**src/rtl/tsm_pkg.sv**
```systemverilog
package tsm_pkg;

    typedef enum logic [1:0] {
        ACT_HOLD   = 2'd0,
        ACT_FOLLOW = 2'd1,
        ACT_LOAD   = 2'd2
    } store_act_e;

    // A cell follows while its enable is high; otherwise an active-low
    // clock enable lets a detected capture edge load it.
    function automatic store_act_e pick_action(input logic le,
                                               input logic ce_n,
                                               input logic rise);
        if (le)
            return ACT_FOLLOW;
        else if (!ce_n && rise)
            return ACT_LOAD;
        else
            return ACT_HOLD;
    endfunction

endpackage

```
**src/rtl/tsm_cap_edge.sv**
```systemverilog
module tsm_cap_edge (
    input  logic clk,
    input  logic rst,
    input  logic cap_in,
    output logic rise
);
    typedef struct packed {
        logic prev;
    } edge_st_t;

    edge_st_t st_d, st_q;

    // While in reset the sampler tracks the input, so a level that is
    // already high when reset ends is not taken as an edge.
    always_comb begin
        st_d      = st_q;
        st_d.prev = cap_in;
        rise      = !rst && cap_in && !st_q.prev;
    end

    always_ff @(posedge clk) begin
        st_q <= st_d;
    end
endmodule

```
**src/rtl/tsm_store_cell.sv**
```systemverilog
module tsm_store_cell
    import tsm_pkg::*;
#(
    parameter int WIDTH = 4
) (
    input  logic             clk,
    input  logic             rst,
    input  logic             le,
    input  logic             ce_n,
    input  logic             rise,
    input  logic [WIDTH-1:0] din,
    output logic [WIDTH-1:0] q
);
    typedef struct packed {
        logic [WIDTH-1:0] val;
    } cell_st_t;

    cell_st_t   st_d, st_q;
    store_act_e act;

    always_comb begin
        st_d = st_q;
        act  = pick_action(le, ce_n, rise);
        unique case (act)
            ACT_FOLLOW, ACT_LOAD: st_d.val = din;
            default:              st_d.val = st_q.val;
        endcase
        if (rst)
            st_d.val = '0;
    end

    always_ff @(posedge clk) begin
        st_q <= st_d;
    end

    assign q = st_q.val;
endmodule

```
**src/rtl/tsm_lane_select.sv**
```systemverilog
module tsm_lane_select #(
    parameter int WIDTH = 4,
    parameter int LANES = 4,
    localparam int SEL_W = (LANES > 1) ? $clog2(LANES) : 1
) (
    input  logic [LANES*WIDTH-1:0] lanes,
    input  logic [SEL_W-1:0]       sel,
    output logic [WIDTH-1:0]       node
);
    always_comb begin
        node = '0;
        for (int i = 0; i < LANES; i++) begin
            if (sel == SEL_W'(i))
                node = lanes[i*WIDTH +: WIDTH];
        end
    end
endmodule

```
**src/rtl/tsm_mux_store.sv**
```systemverilog
module tsm_mux_store #(
    parameter int WIDTH = 4,
    parameter int LANES = 4,
    localparam int SEL_W = (LANES > 1) ? $clog2(LANES) : 1
) (
    input  logic                   clk,
    input  logic                   rst,
    input  logic                   cap_clk,
    input  logic [LANES*WIDTH-1:0] lane_data,
    input  logic [LANES-1:0]       lane_le,
    input  logic                   s1_ce_n,
    input  logic [SEL_W-1:0]       sel,
    input  logic                   s2_le,
    input  logic                   s2_ce_n,
    input  logic                   oe_n,
    output logic [WIDTH-1:0]       out_data,
    output logic                   out_en
);
    logic                   cap_rise;
    logic [LANES*WIDTH-1:0] s1_flat;
    logic [WIDTH-1:0]       node;
    logic [WIDTH-1:0]       s2_val;

    tsm_cap_edge u_edge (
        .clk    (clk),
        .rst    (rst),
        .cap_in (cap_clk),
        .rise   (cap_rise)
    );

    for (genvar g = 0; g < LANES; g++) begin : g_lane
        tsm_store_cell #(.WIDTH(WIDTH)) u_cell (
            .clk  (clk),
            .rst  (rst),
            .le   (lane_le[g]),
            .ce_n (s1_ce_n),
            .rise (cap_rise),
            .din  (lane_data[g*WIDTH +: WIDTH]),
            .q    (s1_flat[g*WIDTH +: WIDTH])
        );
    end

    tsm_lane_select #(.WIDTH(WIDTH), .LANES(LANES)) u_sel (
        .lanes (s1_flat),
        .sel   (sel),
        .node  (node)
    );

    tsm_store_cell #(.WIDTH(WIDTH)) u_out_cell (
        .clk  (clk),
        .rst  (rst),
        .le   (s2_le),
        .ce_n (s2_ce_n),
        .rise (cap_rise),
        .din  (node),
        .q    (s2_val)
    );

    // Three-state pins: a drive flag plus data forced low while released.
    always_comb begin
        out_en   = !oe_n;
        out_data = oe_n ? '0 : s2_val;
    end
endmodule

```
**config.mk**
```make
export PLATFORM = sky130hd
export DESIGN_NAME = tsm_mux_store
export DESIGN_NICKNAME = d
export VERILOG_FILES = /design/src/rtl/tsm_pkg.sv /design/src/rtl/tsm_cap_edge.sv /design/src/rtl/tsm_store_cell.sv /design/src/rtl/tsm_lane_select.sv /design/src/rtl/tsm_mux_store.sv
export SDC_FILE = /design/constraint.sdc
export NUM_CORES = 1
export LEC_CHECK = 0
export BUFFER_PORTS_ARGS = -buffer_cell sky130_fd_sc_hd__buf_2
export CORE_MARGIN = 1.5
export CORE_UTILIZATION = 52
export DETAILED_ROUTE_END_ITERATION = 7
export PLACE_DENSITY = 0.93
export SYNTH_ARGS = -nofsm -noshare
export SYNTH_HDL_FRONTEND = slang
export SYNTH_SLANG_ARGS = --single-unit
```
**constraint.sdc**
```tcl
create_clock -name clk -period 2.6 [get_ports clk]
set_input_delay 0.26 -clock clk [delete_from_list [all_inputs] [get_ports clk]]
set_output_delay 0.26 -clock clk [all_outputs]
set_load 0.01 [all_outputs]
```
==> out/results.tsv <==
metric	value	unit
wl	2110	um
synth_area_leaders	dfxtp_1, nand3_2, mux4_2	
tightestPinTransition	870	ps
post-route-cell-area	1200	um2
slowest_stage	nor4b_4	
clk_pin_slew	110	ps
post-route-min-period	1520	ps
ant_nets	0	
synth_cells	105	
layout_commonest_cell	buf_2	
ys_ff_latch	21	
antenna_found_initial	0	
start_kind	register	
path_class	register to register	
overflow	0	
end_kind	register	
seq_area	420	um2
postCtsSetupBuffers	0	
path_cells	nor4b_4, o21ai_1, a21oi_1	
core_region_area	1800	um2
cellInternalPower	444	uW
setup_viol	0	
vias_per_cell	5.69	
startpoint	u_edge.st_q	
timing.final.ws_setup	1080	ps
cpPeakStageDelay	780	ps
r2r-start	u_edge.st_q	
total_power	598	uW
gp_congestion	0.828	
grt_pass1_wl	3330	um
placed_area	1170	um2
synth_area	1030	um2
r2r-end	g_lane[2].u_cell.q[1]	
nFillCells	159	
crit_required	2840	ps
clock.fmax	656	MHz
leakage	0.473	nW
layout_common_cells	buf_2, dfxtp_1, o21ai_1, a21oi_1, nand3_2	
grt_usage	21.6	%
die_area	2260	um2
diodes	0	
crit_cells	3	
yosysTopAreaCell	dfxtp_1	
grt_pass1_vias	797	
ys_warn_count	0	
rrSetupSlack	1080	ps
cts_tree	done	
cts_max_level	1	
wire_per_inst	13.2	um
rsz0062_at_grt	false	
cp_num_buf_inv	0	
hold_class	primary input to register	
grt_max_degree	25	
dp_hpwl	1570	um
ctsResizeCount	0	
finalCritPeriodShare	58.6	%
powerDensity	500	nW/um2
p_clk_share	25.9	%
fp-row-count	15	
clkLatencyLatePin	310	ps
arrival	1760	ps
setup_tns	0	ps
reg2reg_depth	3	
multiInputGateArea	517	um2
p_seq_share	58.6	%
drt_first_pass_iters	4	
clk_path_buf_depth	2	
crit_end	g_lane[2].u_cell.q[1]	
p_sw_share	25.8	%
vias	911	
final.setup_skew	5.11	ps
drc	0	
seq_area_frac_synth	40.7	%
drtIter0Drc	21	
fp.dieH	47.6	um
maxSlewViolCount	0	
ys_types	20	
combPwrFrac	15.5	%
num-nets-final	165	
relSlewSlack	41.8	%
peakVddDrop	0.525	mV
cts-root-buf	clkbuf_4	
path_max_fanout	16	
numCtsBuffers	3	
hold_viol_final	0	
p_sw	154	uW
postCtsHoldBufs	0	
ioPinCount	34	
synthToLayoutAreaGrowth	15.9	%
initial_core_util	57.4	%
syn_nets	134	
cts.sinks	21	
io_buffers	33	
drive_gt1_share	42.2	%
post-place-ws	871	ps
maxCapViolations	0	
die_w	47.6	um
status	finished clean	
postSynthAreaPerCell	9.84	um2
synth_top_area_share	40.7	%
crit_family	simple AND/OR/NAND/NOR gates	
## sequential cells by signal (all words and copies together) (netlist names)
| name | count |
|---|---|
| g_lane.u_cell.q | 16 |
| u_out_cell.q | 4 |
| u_edge.st_q | 1 |
## how the worst min path moves through the flow
stage                 start          end  slack [ps]  cells after the start
floorplan           cap_clk  u_edge.st_q         290                      0
global placement    cap_clk  u_edge.st_q         400                      1
detailed placement  cap_clk  u_edge.st_q         400                      1
CTS                 cap_clk  u_edge.st_q          70                      1
global route        cap_clk  u_edge.st_q          70                      1
finish              cap_clk  u_edge.st_q          80                      1
## through the flow
stage               hold slack (ps)  cells  util (%)
detailed placement              399    156      65.0
global placement                400    156      65.0
CTS                            66.9    160      66.5
global route                   72.2    160      66.5
floorplan                       288    105         -
finish                         83.8    160      66.5
## logic make-up (layout without fill, tap and decap cells)
kind of cell | count (synthesis) | after routing | share of synthesized area, %
compound gates | 40 | 40 | 22.2
buf+inv | 17 | 47 | 9.32
flops | 21 | 21 | 40.7
mux | 4 | 4 | 8.72
simple gates | 23 | 23 | 19.1
## power groups by stage
stage                     clock network, mW  registers [mW]  logic (mW)
after floorplan                           0           0.355      0.0593
after global placement                    0           0.357      0.0885
after detailed placement                  0           0.358      0.0921
after CTS                             0.163           0.351      0.0924
after global routing                  0.171           0.353       0.104
final                                 0.155           0.351      0.0925
## cells in the mapped netlist, drive strengths merged
master and n:
a21oi 16, buf 5, clkbuf 2, dfxtp 21, inv 10, mux4 4
nand3 16, nor2 4, nor4b 2, o211ai 4, o21ai 16, o41ai 4
or4b 1
## layer usage
metal | vias up | GRT usage (%) | routed length (um)
li1 | 447 | - | -
met1 | 425 | 25.2 | 904
met2 | 34 | 38.1 | 1040
met3 | 5 | 6.79 | 129
met4 | 0 | 6.49 | 38
met5 | - | 0 | 0
## layout make-up
class	count	share of cell area (%)
inverter	10	3.13
clock buffer	4	2.19
sequential	21	35.1
tap	25	2.61
timing repair buffer	33	13.8
multi-input combinational	67	43.2
No activity file was read; power rests on OpenSTA's default activity.
